[src/rtl/drgb_pkg.sv]
package drgb_pkg;
  localparam int CODE_W   = 3;
  localparam int CFG_W    = 8;
  localparam int ODD_LSB  = 4;
  localparam int EVEN_LSB = 0;
  localparam int N_COMP   = 3;

  typedef logic [CODE_W-1:0] code_t;
  typedef logic [1:0]        slot_t;

  // Component index per beat: 0 red, 1 green, 2 blue.
  function automatic slot_t slot_of(input code_t code, input slot_t beat);
    slot_t s0, s1, s2;
    case (code)
      3'd1:    begin s0 = 2'd0; s1 = 2'd2; s2 = 2'd1; end
      3'd2:    begin s0 = 2'd1; s1 = 2'd0; s2 = 2'd2; end
      3'd3:    begin s0 = 2'd1; s1 = 2'd2; s2 = 2'd0; end
      3'd4:    begin s0 = 2'd2; s1 = 2'd0; s2 = 2'd1; end
      3'd5:    begin s0 = 2'd2; s1 = 2'd1; s2 = 2'd0; end
      default: begin s0 = 2'd0; s1 = 2'd1; s2 = 2'd2; end
    endcase
    case (beat)
      2'd0:    slot_of = s0;
      2'd1:    slot_of = s1;
      default: slot_of = s2;
    endcase
  endfunction

  // Reserved codes fold onto the plain order.
  function automatic code_t legal_code(input code_t code);
    legal_code = (code > 3'd5) ? 3'd0 : code;
  endfunction
endpackage

[src/rtl/drgb_order_reg.sv]
module drgb_order_reg
  import drgb_pkg::*;
#(
  parameter int ADDR_W   = 8,
  parameter logic [ADDR_W-1:0] REG_ADDR = 8'h90
) (
  input  logic              clk,
  input  logic              rst_n,
  input  logic              we,
  input  logic [ADDR_W-1:0] addr,
  input  logic [CFG_W-1:0]  wdata,
  output code_t             odd_code,
  output code_t             even_code
);
  logic  hit;
  code_t odd_q, even_q;

  assign hit = we && (addr == REG_ADDR);

  always_ff @(posedge clk) begin
    if (!rst_n) begin
      odd_q  <= '0;
      even_q <= '0;
    end else if (hit) begin
      odd_q  <= wdata[ODD_LSB +: CODE_W];
      even_q <= wdata[EVEN_LSB +: CODE_W];
    end
  end

  assign odd_code  = odd_q;
  assign even_code = even_q;

  // foreign addresses leave the codes alone
  a_r3_foreign_ignored: assert property (@(posedge clk) disable iff (!rst_n)
    (we && addr != REG_ADDR) |=> ($stable(odd_q) && $stable(even_q)));
endmodule

[src/rtl/drgb_line_ctx.sv]
module drgb_line_ctx
  import drgb_pkg::*;
(
  input  logic  clk,
  input  logic  rst_n,
  input  logic  acc,
  input  logic  sol,
  input  logic  sof,
  input  code_t odd_code,
  input  code_t even_code,
  output code_t pix_code,
  output logic  line_odd
);
  logic  odd_q;
  code_t odd_lat_q, even_lat_q;
  logic  eff_odd;
  code_t eff_odd_code, eff_even_code;

  always_comb begin
    if (sof) begin
      eff_odd       = 1'b1;
      eff_odd_code  = odd_code;
      eff_even_code = even_code;
    end else begin
      eff_odd       = sol ? ~odd_q : odd_q;
      eff_odd_code  = odd_lat_q;
      eff_even_code = even_lat_q;
    end
    pix_code = legal_code(eff_odd ? eff_odd_code : eff_even_code);
  end

  always_ff @(posedge clk) begin
    if (!rst_n) begin
      odd_q      <= 1'b1;
      odd_lat_q  <= '0;
      even_lat_q <= '0;
    end else if (acc) begin
      odd_q <= eff_odd;
      if (sof) begin
        odd_lat_q  <= odd_code;
        even_lat_q <= even_code;
      end
    end
  end

  assign line_odd = odd_q;

  // a frame starts on an odd line
  a_r5_frame_odd: assert property (@(posedge clk) disable iff (!rst_n)
    (acc && sof) |=> line_odd);
  // start-of-line flips parity
  a_r5_line_toggle: assert property (@(posedge clk) disable iff (!rst_n)
    (acc && sol && !sof) |=> (line_odd != $past(line_odd)));
  // plain pixels keep parity
  a_r5_parity_hold: assert property (@(posedge clk) disable iff (!rst_n)
    !(acc && (sol || sof)) |=> $stable(line_odd));
  // codes latched only at frame start
  a_r7_latch_hold: assert property (@(posedge clk) disable iff (!rst_n)
    !(acc && sof) |=> ($stable(odd_lat_q) && $stable(even_lat_q)));
endmodule

[src/rtl/drgb_beat_engine.sv]
module drgb_beat_engine
  import drgb_pkg::*;
#(
  parameter int COMP_W = 8,
  localparam int PIX_W = N_COMP * COMP_W
) (
  input  logic              clk,
  input  logic              rst_n,
  input  logic              pix_valid,
  input  logic [PIX_W-1:0]  pix_data,
  input  logic              pix_sol,
  input  logic              pix_sof,
  input  code_t             code_in,
  output logic              pix_ready,
  output logic              acc,
  output logic [COMP_W-1:0] bus_data,
  output logic              bus_de,
  output logic              bus_hsync,
  output logic              bus_vsync
);
  localparam slot_t LAST_BEAT = slot_t'(N_COMP - 1);

  logic              active_q;
  slot_t             beat_q;
  logic [PIX_W-1:0]  pix_q;
  code_t             code_q;
  logic [COMP_W-1:0] data_q;
  logic              hs_q, vs_q;
  logic              beat_last;

  function automatic logic [COMP_W-1:0] comp_of(input logic [PIX_W-1:0] px,
                                                input slot_t idx);
    comp_of = px[PIX_W - 1 - COMP_W * int'(idx) -: COMP_W];
  endfunction

  assign beat_last = (beat_q == LAST_BEAT);
  assign pix_ready = !active_q || beat_last;
  assign acc       = pix_valid && pix_ready;

  always_ff @(posedge clk) begin
    if (!rst_n) begin
      active_q <= 1'b0;
      beat_q   <= '0;
      pix_q    <= '0;
      code_q   <= '0;
      data_q   <= '0;
      hs_q     <= 1'b0;
      vs_q     <= 1'b0;
    end else if (acc) begin
      active_q <= 1'b1;
      beat_q   <= '0;
      pix_q    <= pix_data;
      code_q   <= code_in;
      data_q   <= comp_of(pix_data, slot_of(code_in, 2'd0));
      hs_q     <= pix_sol || pix_sof;
      vs_q     <= pix_sof;
    end else if (active_q && !beat_last) begin
      beat_q <= beat_q + 2'd1;
      data_q <= comp_of(pix_q, slot_of(code_q, beat_q + 2'd1));
      hs_q   <= 1'b0;
      vs_q   <= 1'b0;
    end else begin
      active_q <= 1'b0;
      beat_q   <= '0;
      data_q   <= '0;
      hs_q     <= 1'b0;
      vs_q     <= 1'b0;
    end
  end

  assign bus_data  = data_q;
  assign bus_de    = active_q;
  assign bus_hsync = hs_q;
  assign bus_vsync = vs_q;

  // data-enable holds for three beats after acceptance
  a_r8_three_beats: assert property (@(posedge clk) disable iff (!rst_n)
    acc |=> bus_de ##1 bus_de ##1 bus_de);
  // no new pixel while mid-pixel
  a_r8_no_early_take: assert property (@(posedge clk) disable iff (!rst_n)
    (bus_de && !beat_last) |-> !acc);
  // idle bus carries zero
  a_r9_idle_zero: assert property (@(posedge clk) disable iff (!rst_n)
    !bus_de |-> (bus_data == '0 && !bus_hsync && !bus_vsync));
  // frame sync implies line sync inside an enabled beat
  a_r10_sync_nesting: assert property (@(posedge clk) disable iff (!rst_n)
    (bus_vsync |-> bus_hsync) and (bus_hsync |-> bus_de));
  // line sync follows the accepted flags one tick later
  a_r11_sync_latency: assert property (@(posedge clk) disable iff (!rst_n)
    acc |=> (bus_hsync == ($past(pix_sol) || $past(pix_sof))));
  // only legal codes reach the beat engine
  a_r6_code_legal: assert property (@(posedge clk) disable iff (!rst_n)
    bus_de |-> (code_q <= 3'd5));
endmodule

[src/rtl/drgb_serializer.sv]
module drgb_serializer
  import drgb_pkg::*;
#(
  parameter int COMP_W = 8,
  parameter int ADDR_W = 8,
  parameter logic [ADDR_W-1:0] REG_ADDR = 8'h90,
  localparam int PIX_W = N_COMP * COMP_W
) (
  input  logic              clk,
  input  logic              rst_n,
  input  logic              cfg_we,
  input  logic [ADDR_W-1:0] cfg_addr,
  input  logic [CFG_W-1:0]  cfg_wdata,
  input  logic              pix_valid,
  input  logic [PIX_W-1:0]  pix_data,
  input  logic              pix_sol,
  input  logic              pix_sof,
  output logic              pix_ready,
  output logic [COMP_W-1:0] lcd_data,
  output logic              lcd_de,
  output logic              lcd_hsync,
  output logic              lcd_vsync
);
  code_t odd_code, even_code, pix_code;
  logic  acc, line_odd;

  drgb_order_reg #(.ADDR_W(ADDR_W), .REG_ADDR(REG_ADDR)) u_reg (
    .clk(clk), .rst_n(rst_n), .we(cfg_we), .addr(cfg_addr), .wdata(cfg_wdata),
    .odd_code(odd_code), .even_code(even_code)
  );

  drgb_line_ctx u_ctx (
    .clk(clk), .rst_n(rst_n), .acc(acc), .sol(pix_sol), .sof(pix_sof),
    .odd_code(odd_code), .even_code(even_code),
    .pix_code(pix_code), .line_odd(line_odd)
  );

  drgb_beat_engine #(.COMP_W(COMP_W)) u_eng (
    .clk(clk), .rst_n(rst_n), .pix_valid(pix_valid), .pix_data(pix_data),
    .pix_sol(pix_sol), .pix_sof(pix_sof), .code_in(pix_code),
    .pix_ready(pix_ready), .acc(acc), .bus_data(lcd_data), .bus_de(lcd_de),
    .bus_hsync(lcd_hsync), .bus_vsync(lcd_vsync)
  );

  // reset leaves the bus quiet and the input open
  a_r12_post_reset: assert property (@(posedge clk)
    $rose(rst_n) |-> (!lcd_de && lcd_data == '0 && pix_ready));
  // parity is odd right after each frame-start pixel
  a_r5_top_parity: assert property (@(posedge clk) disable iff (!rst_n)
    (lcd_vsync) |-> line_odd);
endmodule

[config.mk]
export PLATFORM = sky130hd
export DESIGN_NAME = drgb_serializer
export DESIGN_NICKNAME = d
export VERILOG_FILES = /design/src/rtl/drgb_pkg.sv /design/src/rtl/drgb_order_reg.sv /design/src/rtl/drgb_line_ctx.sv /design/src/rtl/drgb_beat_engine.sv /design/src/rtl/drgb_serializer.sv
export SDC_FILE = /design/constraint.sdc
export NUM_CORES = 1
export LEC_CHECK = 0
export BUFFER_PORTS_ARGS = -buffer_cell sky130_fd_sc_hd__clkbuf_2
export CAP_MARGIN = 20
export CELL_PAD_IN_SITES_DETAIL_PLACEMENT = 0
export CELL_PAD_IN_SITES_GLOBAL_PLACEMENT = 1
export CORE_MARGIN = 5
export CORE_UTILIZATION = 43
export DETAILED_ROUTE_END_ITERATION = 16
export GPL_ROUTABILITY_DRIVEN = 0
export PLACE_DENSITY = 0.8
export SKIP_CTS_REPAIR_TIMING = 1
export SLEW_MARGIN = 20
export SYNTH_ARGS = -nofsm -noshare
export SYNTH_HDL_FRONTEND = slang
export SYNTH_SLANG_ARGS = --single-unit
[constraint.sdc]
create_clock -name clk -period 4.3 [get_ports clk]
set_input_delay 1.075 -clock clk [delete_from_list [all_inputs] [get_ports clk]]
set_output_delay 1.075 -clock clk [all_outputs]
set_load 0.005 [all_outputs]
==> flow_metrics.env, run 1 <==
export IMPL_status="complete, no violations"
export IMPL_fill_cells=584
export IMPL_combPwrFrac=0.153
export IMPL_startpoint_type="input port"
export IMPL_first_pass_iters=4
export IMPL_worst_pin_slew_ns=0.718
export IMPL_hpwl_um=3930
export IMPL_drc=0
export IMPL_finalHoldViolations=0
export IMPL_ctsLongestPathBuffers=2
export IMPL_antenna_found_initial=0
export IMPL_clk_pin_slew_ns=0.09
export IMPL_min_period_ns=3.22
export IMPL_min_period_over_period=0.749
export IMPL_drtIter0Drc=48
export IMPL_skew_ns=0.00446
export IMPL_reg2reg_from="u_eng.beat_q[0]"
export IMPL_cp_end_kind="flip-flop"
export IMPL_drv_cap=0
export IMPL_avgSynthCellArea_sq_um=9.11
export IMPL_vias=2066
export IMPL_yosysWarnings=0
export IMPL_floorplan_initialDensity=0.441
export IMPL_holdCritPathClass="flip-flop to flip-flop"
export IMPL_final_common_cell="nand2_1"
export IMPL_cp_arrival_ns=3.48
export IMPL_core_area_sq_um=5890
export IMPL_seq_area_frac_synth=0.409
export IMPL_startpoint="pix_sof"
export IMPL_fin_nets=385
export IMPL_power_density_nw_per_um2=315
export IMPL_max_slew_margin=0.521
export IMPL_endpoint="u_eng.bus_data[6]"
export IMPL_placed_cells=401
export IMPL_ant_nets=0
export IMPL_num_rows=28
export IMPL_p_sw_frac=0.263
export IMPL_power_total_w=0.000942
export IMPL_multiInputGateArea_sq_um=1420
export IMPL_dieArea_sq_um=7690
export IMPL_htreeDepth=2
export IMPL_stdcell_count=409
export IMPL_postSynthCellCount=285
export IMPL_grt_max_degree=33
export IMPL_rr_worst_depth=12
export IMPL_p_leak_nw=1.31
export IMPL_grt_pass1_vias=2058
export IMPL_die_height_um=87.7
export IMPL_syn_cell_area_sq_um=2600
export IMPL_io_buffers=55
export IMPL_cp_max_fo=14
export IMPL_drt_wl_total_um=5630
export IMPL_syn_to_final_growth_pct=15.2
export IMPL_die_x_um=87.7
export IMPL_n_antenna_cell=0
export IMPL_r2r_end="u_eng.bus_data[0]"
export IMPL_power_switching_w=0.000248
export IMPL_synth_edf_count=0
export IMPL_cts_buffers=5
export IMPL_setup_tns_ns=0
export IMPL_pwr_share_clk=0.294
export IMPL_rsz0062_at_grt="false"
export IMPL_dominantRegCellSynth="dfxtp_1"
export IMPL_clk_latency_ns=0.31
export IMPL_grt_remaining_overflow=0
export IMPL_final_util=0.508
export IMPL_required_ns=4.56
export IMPL_cts_tree="yes"
export IMPL_io_pins=58
export IMPL_synth_cell_types=42
export IMPL_layout_drive_gt1_share=0.278
export IMPL_regArea_sq_um=1060
export IMPL_seq_power_share=0.553
export IMPL_grt_pass1_wl_um=9540
export IMPL_async_flop_share=0
export IMPL_synthesis_nets=337
export IMPL_clock_sinks=53
export IMPL_wire_per_inst_um=13.8
export IMPL_vdd_ir_drop_max_uv=147
export IMPL_most_common_layout_cells="nand2_1 (69), clkbuf_2 (55), dfxtp_1 (53)"
export IMPL_ys_ff_latch=53
export IMPL_layout_setup_ws_ns=1.08
export IMPL_crit_type="input port to flip-flop"
export IMPL_setup_viol=0
export IMPL_p_int_w=0.000694
export IMPL_r2r_slack_ns=1.32
export IMPL_pre_cts_slack_ns=0.742
export IMPL_maxClockFrequency_mhz=310
export IMPL_grt_total_usage=0.156
export IMPL_clockRootBuffer="clkbuf_8"
export IMPL_final_max_slew_viol_count=0
export IMPL_via_per_inst=5.05
==> cells in the mapped netlist (2+ instances only) <==
master,count,area share
ha_1,6,0.029
and2_1,4,0.0096
a22oi_1,9,0.026
nor4bb_1,3,0.012
nor2b_1,13,0.031
a21oi_1,2,0.0039
nand2_1,70,0.10
inv_1,6,0.0087
a221o_2,8,0.035
nor2_1,6,0.0087
mux2_2,10,0.043
dfxtp_1,53,0.41
and3_1,3,0.0072
a21boi_0,28,0.081
or2b_2,2,0.0067
a211oi_1,2,0.0058
mux2i_1,20,0.077
nand3_1,4,0.0077
clkbuf_1,12,0.017
buf_6,2,0.0087
==> metrics by stage <==
step / hold WS, ns / cell area (sq um)
CTS: 0.468 / 2990
global route: 0.487 / 2990
finish: 0.462 / 2990
global placement: 0.450 / 2900
detailed placement: 0.455 / 2900
floorplan: 0.439 / 2600
==> power by group through the flow <==
stage | combinational (W) | sequential (W) | clock (W)
floorplan | 0.0000967 | 0.000531 | 0
global placement | 0.000144 | 0.000532 | 0
detailed placement | 0.000146 | 0.000533 | 0
CTS | 0.000146 | 0.000521 | 0.000286
global route | 0.000161 | 0.000524 | 0.000307
finish | 0.000144 | 0.000521 | 0.000277
==> cells by family (layout without fill, tap and decap cells) <==
family / Yosys count / after routing / share of synthesized area
XOR/XNOR: 1 / 1 / 0.00627
flip-flops: 53 / 53 / 0.409
AO/OA/AOI/OAI: 56 / 56 / 0.173
buffers and inverters: 25 / 74 / 0.0453
multiplexers: 30 / 30 / 0.120
adder cells (fa/ha/maj): 6 / 6 / 0.0289
AND/OR/NAND/NOR: 114 / 114 / 0.217
==> critical path: stages <==
cell,delay (ns)
clkbuf_2,0.25
and2b_2,0.26
mux2i_1,0.22
a22oi_1,0.15
ha_1,0.31
buf_4,0.19
or2b_2,0.33
nor4_4,0.44
a221o_2,0.26
==> cell type report <==
type | instances | area share
Clock buffer | 7 | 0.0255
Multi-Input combinational cell | 207 | 0.475
Timing Repair Buffer | 59 | 0.102
Clock inverter | 1 | 0.00251
Inverter | 7 | 0.00879
Sequential cell | 53 | 0.355
Tap cell | 75 | 0.0314
==> registers in the layout, indices dropped and copies added, names as in the netlist <==
register / flops
u_eng.bus_data: 8
u_eng.code_q: 3
u_reg.even_code: 3
u_eng.bus_hsync: 1
u_eng.bus_vsync: 1
u_eng.beat_q: 2
u_reg.odd_code: 3
u_ctx.odd_lat_q: 3
u_eng.pix_q: 24
u_ctx.line_odd: 1
u_eng.bus_de: 1
u_ctx.even_lat_q: 3
==> worst min-delay path by stage <==
stage | to | startpoint | depth (start not counted)
after detailed placement | u_ctx.even_lat_q[2] | u_ctx.even_lat_q[2] | 2
after floorplan | u_ctx.even_lat_q[2] | u_ctx.even_lat_q[2] | 2
after global routing | u_eng.pix_q[21] | u_eng.pix_q[21] | 2
after global placement | u_eng.pix_q[3] | u_eng.pix_q[3] | 2
final | u_ctx.even_lat_q[2] | u_ctx.even_lat_q[2] | 2
after CTS | u_ctx.even_lat_q[2] | u_ctx.even_lat_q[2] | 2
==> layer usage <==
metal	GRT usage	up-vias	wire [um]
li1	-	1084	-
met1	0.206	933	2740
met2	0.254	41	2550
met3	0.0301	8	261
met4	0.0544	0	83
met5	0	-	0
Power figures use the tool's default switching activity.
==> inputs of run 2 (changes only) <==
--- a/config.mk
+++ b/config.mk
@@ -10,10 +10,10 @@
 export CELL_PAD_IN_SITES_DETAIL_PLACEMENT = 0
 export CELL_PAD_IN_SITES_GLOBAL_PLACEMENT = 1
 export CORE_MARGIN = 5
-export CORE_UTILIZATION = 43
+export CORE_UTILIZATION = 40
 export DETAILED_ROUTE_END_ITERATION = 16
 export GPL_ROUTABILITY_DRIVEN = 0
-export PLACE_DENSITY = 0.8
+export PLACE_DENSITY = 0.75
 export SKIP_CTS_REPAIR_TIMING = 1
 export SLEW_MARGIN = 20
 export SYNTH_ARGS = -nofsm -noshare
==> constraint.sdc (replaced) <==
create_clock -name clk -period 3.1 [get_ports clk]
set_input_delay 0.775 -clock clk [delete_from_list [all_inputs] [get_ports clk]]
set_output_delay 0.775 -clock clk [all_outputs]
set_load 0.005 [all_outputs]
==> run 2 against run 1 <==
Net effect:
- cell area rose by 0.63%
- non-clock buffer count rose by 2
- critical path depth fell by 1
- total power rose by 39%
==> flow_metrics.env, run 2 (synthesized netlist as in run 1, its figures left out) <==
export IMPL_drtIter0Drc=68
export IMPL_status="complete, no violations"
export IMPL_die_height_um=90.6
export IMPL_cp_slowest_cell="nor4_4"
export IMPL_grt_total_usage=0.143
export IMPL_wire_per_inst_um=13.9
export IMPL_clockRootBuffer="clkbuf_8"
export IMPL_placed_cells=405
export IMPL_startpoint_type="input port"
export IMPL_hpwl_um=4000
export IMPL_rsz0062_at_grt="false"
export IMPL_multiInputGateArea_sq_um=1420
export IMPL_final_util=0.474
export IMPL_grt_pass1_wl_um=9780
export IMPL_layout_setup_ws_ns=0.347
export IMPL_drv_cap=0
export IMPL_fill_cells=645
export IMPL_p_leak_nw=1.32
export IMPL_cts_buffers=5
export IMPL_min_period_ns=2.75
export IMPL_io_pins=58
export IMPL_holdCritPathClass="flip-flop to flip-flop"
export IMPL_final_common_cell="nand2_1"
export IMPL_drc=0
export IMPL_finalHoldViolations=0
export IMPL_max_slew_margin=0.503
export IMPL_grt_remaining_overflow=0
export IMPL_drt_wl_total_um=5740
export IMPL_slowest_delay_ns=0.47
export IMPL_required_ns=3.36
export IMPL_via_per_inst=5.02
export IMPL_antenna_found_initial=0
export IMPL_maxClockFrequency_mhz=363
export IMPL_syn_to_final_growth_pct=15.9
export IMPL_cp_arrival_ns=3.01
export IMPL_min_period_over_period=0.888
export IMPL_die_x_um=90.6
export IMPL_vias=2074
export IMPL_crit_type="input port to flip-flop"
export IMPL_stdcell_count=413
export IMPL_skew_ns=0.00733
export IMPL_ant_nets=0
export IMPL_clk_pin_slew_ns=0.10
export IMPL_num_rows=29
export IMPL_n_antenna_cell=0
export IMPL_worst_pin_slew_ns=0.745
export IMPL_htreeDepth=2
export IMPL_first_pass_iters=4
export IMPL_grt_pass1_vias=2103
export IMPL_crit_family="simple AND/OR/NAND/NOR gates"
export IMPL_clock_sinks=53
export IMPL_vdd_ir_drop_max_uv=229
export IMPL_cts_tree="yes"
export IMPL_core_area_sq_um=6350
export IMPL_path_cells="clkbuf_2 -> xnor2_2 -> mux2i_1 -> a22oi_1 -> ha_1 -> or2b_2 -> nor4_4 -> a221o_2"
export IMPL_path_buf_inv=1
export IMPL_regArea_sq_um=1060
export IMPL_grt_max_degree=41
export IMPL_floorplan_initialDensity=0.409
export IMPL_clk_latency_ns=0.31
export IMPL_most_common_layout_cells="nand2_1 (70), clkbuf_2 (55), dfxtp_1 (53)"
export IMPL_fin_nets=387
export IMPL_setup_viol=0
export IMPL_dieArea_sq_um=8200
export IMPL_final_max_slew_viol_count=0
export IMPL_pre_cts_slack_ns=0.00215
export IMPL_largest_reg_flops=24
export IMPL_ctsLongestPathBuffers=2
export IMPL_cp_end_kind="flip-flop"
export IMPL_top_register="u_eng.pix_q"
export IMPL_layout_drive_gt1_share=0.286
export IMPL_power_density_nw_per_um2=436
export IMPL_cp_max_fo=8
export IMPL_setup_tns_ns=0
export IMPL_io_buffers=55
## run 2: cell types whose count changed in the layout (fill, tap and decap cells not counted), sizes merged
cell and change:
buf +2
## run 2: layer usage
metal  wire length, um  share of wire  track usage
met1              2870           0.50        0.190
met2              2630           0.46        0.232
met3               173          0.030       0.0308
met4                75          0.013       0.0409
met5                 0              0            0
## run 2: report_power, final
group / switching (W) / total, W / leakage, nW / internal [W]
logic: 0.000106 / 0.000203 / 0.849 / 0.0000963
clock network: 0.000225 / 0.000386 / 0.0385 / 0.000160
registers: 0.0000139 / 0.000723 / 0.432 / 0.000709
## run 2: cell type report
type | count | area share
repair buffers | 61 | 0.106
multi-input cells | 207 | 0.472
well taps | 77 | 0.0320
flip-flops and latches | 53 | 0.353
clock buffers | 7 | 0.0254
inverters | 7 | 0.00873
clock inverters | 1 | 0.00249
## run 2: worst paths after layout
check / from / end / slack (ns) / depth (start not counted)
min reg2reg: u_eng.pix_q[19] / u_eng.pix_q[19] / 0.47 / 2
max: pix_sol / u_eng.bus_data[2] / 0.35 / 8
max reg2reg: u_eng.beat_q[0] / u_eng.bus_data[0] / 0.40 / 11
min: u_eng.pix_q[19] / u_eng.pix_q[19] / 0.47 / 2
## run 2: per-stage QoR
step | hold WS (ns) | total power [W] | area, sq um
after floorplan | 0.439 | 0.000871 | 2600
after global placement | 0.452 | 0.000942 | 2920
after detailed placement | 0.457 | 0.000943 | 2920
after CTS | 0.471 | 0.00133 | 3010
after global routing | 0.487 | 0.00138 | 3010
final | 0.467 | 0.00131 | 3010
## run 2: worst min-delay path: cells and delay by family, from the launching register on
kind	cells	cell delay [ns]
flip-flops	1	0.32
AO/OA/AOI/OAI	1	0.06
AND/OR/NAND/NOR	1	0.05
==> inputs of run 3 (changes only) <==
--- a/config.mk
+++ b/config.mk
@@ -13,7 +13,7 @@
 export CORE_UTILIZATION = 40
 export DETAILED_ROUTE_END_ITERATION = 16
 export GPL_ROUTABILITY_DRIVEN = 0
-export PLACE_DENSITY = 0.75
+export PLACE_DENSITY_LB_ADDON = 0.1
 export SKIP_CTS_REPAIR_TIMING = 1
 export SLEW_MARGIN = 20
 export SYNTH_ARGS = -nofsm -noshare
==> constraint.sdc (replaced) <==
create_clock -name clk -period 2.65 [get_ports clk]
set_input_delay 0.6625 -clock clk [delete_from_list [all_inputs] [get_ports clk]]
set_output_delay 0.6625 -clock clk [all_outputs]
set_load 0.005 [all_outputs]
==> run 3 against run 2 <==
Net effect:
- routed wire length increased by 2.9%
- global-route usage grew 0.67 points
- sequential share of layout area shrank 2.3 points
- clock power rose by 17%
- largest power group unchanged
- clock skew grew 0.0045 ns
- worst hold slack worse by 0.00061 ns
- cell area grew 7.0%
- sequential power increased by 17%
- core utilization grew 3.3 points
- non-clock buffer count increased by 17
- via count rose by 2.6%
==> flow_metrics.env, run 3 (synthesized netlist as in run 1, its figures left out) <==
export IMPL_status="complete, no violations"
export IMPL_p_sw_frac=0.263
export IMPL_ant_nets=0
export IMPL_layout_setup_ws_ns=0.116
export IMPL_grt_remaining_overflow=0
export IMPL_grt_pass1_vias=2240
export IMPL_worst_pin_slew_ns=0.519
export IMPL_startpoint_type="flip-flop"
export IMPL_path_cells="inv_2 -> ha_2 -> or3b_2 -> a211o_1 -> nand3_2 -> ha_4 -> and2_1 -> buf_12 -> a22oi_1 -> mux2i_1 -> a221o_2"
export IMPL_power_switching_w=0.000413
export IMPL_final_max_slew_viol_count=0
export IMPL_cts_buffers=5
export IMPL_cp_slowest_cell="or3b_2"
export IMPL_pwr_share_clk=0.287
export IMPL_clk_pin_slew_ns=0.10
export IMPL_cts_tree="yes"
export IMPL_p_leak_nw=1.42
export IMPL_floorplan_initialDensity=0.409
export IMPL_num_rows=29
export IMPL_clockRootBuffer="clkbuf_8"
export IMPL_drc=0
export IMPL_cp_max_fo=16
export IMPL_die_x_um=90.6
export IMPL_finalHoldViolations=0
export IMPL_ctsLongestPathBuffers=2
export IMPL_seq_power_share=0.540
export IMPL_p_int_w=0.00116
export IMPL_io_buffers=55
export IMPL_pre_cts_slack_ns=-0.270
export IMPL_drt_wl_total_um=5910
export IMPL_final_util=0.507
export IMPL_largest_reg_flops=24
export IMPL_required_ns=2.84
export IMPL_antenna_found_initial=0
export IMPL_io_pins=58
export IMPL_layout_drive_gt1_share=0.354
export IMPL_n_antenna_cell=0
export IMPL_holdCritPathClass="flip-flop to flip-flop"
export IMPL_fin_nets=404
export IMPL_wire_per_inst_um=13.7
export IMPL_setup_viol=0
export IMPL_via_per_inst=4.95
export IMPL_vdd_ir_drop_max_uv=274
export IMPL_power_density_nw_per_um2=487
export IMPL_die_height_um=90.6
export IMPL_hold_ws_ns=0.466
export IMPL_grt_pass1_wl_um=10300
export IMPL_vias=2128
export IMPL_grt_max_degree=45
export IMPL_combPwrFrac=0.174
export IMPL_holdPathStages=2
export IMPL_min_period_over_period=0.956
export IMPL_hpwl_um=4140
export IMPL_top_register="u_eng.pix_q"
export IMPL_final_common_cell="nand2_1"
export IMPL_fill_cells=664
export IMPL_skew_ns=0.0118
export IMPL_grt_total_usage=0.150
export IMPL_dieArea_sq_um=8200
export IMPL_maxClockFrequency_mhz=395
export IMPL_drv_cap=0
export IMPL_cp_end_kind="flip-flop"
export IMPL_core_area_sq_um=6350
export IMPL_rr_worst_depth=11
export IMPL_slowest_delay_ns=0.43
export IMPL_syn_to_final_growth_pct=24.0
export IMPL_cp_arrival_ns=2.73
export IMPL_clk_latency_ns=0.30
export IMPL_clock_sinks=53
export IMPL_first_pass_iters=4
export IMPL_htreeDepth=2
export IMPL_drtIter0Drc=58
export IMPL_max_slew_margin=0.653
export IMPL_crit_type="flip-flop to flip-flop"
export IMPL_most_common_layout_cells="nand2_1 (70), clkbuf_2 (55), dfxtp_1 (52)"
export IMPL_min_period_ns=2.53
run 3: cell types whose count changed in the layout (fill, tap and decap cells not counted), moves of 2 or more:
cell,previous run,this run
buf_4,6,22
ha_1,6,4
a22oi_1,9,5
a22oi_2,0,4
run 3: cell type report:
type / instances / area [sq um] / share of cell area
clock buffer: 6 / 72.6 / 0.0225
inverter: 7 / 26.3 / 0.00816
sequential: 53 / 1060 / 0.330
tap: 77 / 96.3 / 0.0299
timing repair buffer: 78 / 460 / 0.143
multi-input combinational: 207 / 1490 / 0.462
clock inverter: 2 / 13.8 / 0.00428
run 3: power by group through the flow:
stage          clock, W  combinational [W]  sequential [W]
4_1_cts        0.000476           0.000262        0.000846
3_5_place_dp          0           0.000261        0.000864
2_1_floorplan         0           0.000163        0.000862
3_3_place_gp          0           0.000260        0.000863
5_1_grt        0.000513           0.000301        0.000852
6_report       0.000450           0.000272        0.000847
run 3: critical path: cells and delay by family (launching register included):
kind	cells	cell delay, ns
flip-flops	1	0.34
buffers and inverters	2	0.20
multiplexers	1	0.09
adder cells (fa/ha/maj)	2	0.37
AO/OA/AOI/OAI	3	0.74
AND/OR/NAND/NOR	3	0.68
run 3: worst paths after layout:
kind,start,end,slack [ns]
worst min-delay path,u_eng.pix_q[21],u_eng.pix_q[21],0.47
worst max-delay path,u_eng.beat_q[0],u_eng.bus_data[4],0.12
worst max register to register,u_eng.beat_q[0],u_eng.bus_data[4],0.12
worst min register to register,u_eng.pix_q[21],u_eng.pix_q[21],0.47
run 3: layer usage:
metal	vias up	share of wire	global-route usage
met3	2	0.041	0.0333
met4	0	0.0069	0.0372
met1	963	0.48	0.196
met5	-	0	0
li1	1118	-	-
met2	45	0.47	0.249
run 3: metrics by stage:
step           area, sq um  std cells  TNS [ns]  total power (W)
2_1_floorplan         2630        285  -0.00292          0.00103
3_3_place_gp          3050        419     -1.86          0.00112
3_5_place_dp          3050        419     -2.09          0.00112
4_1_cts               3140        427     -1.42          0.00158
5_1_grt               3220        430  -0.00283          0.00167
6_report              3220        430         0          0.00157
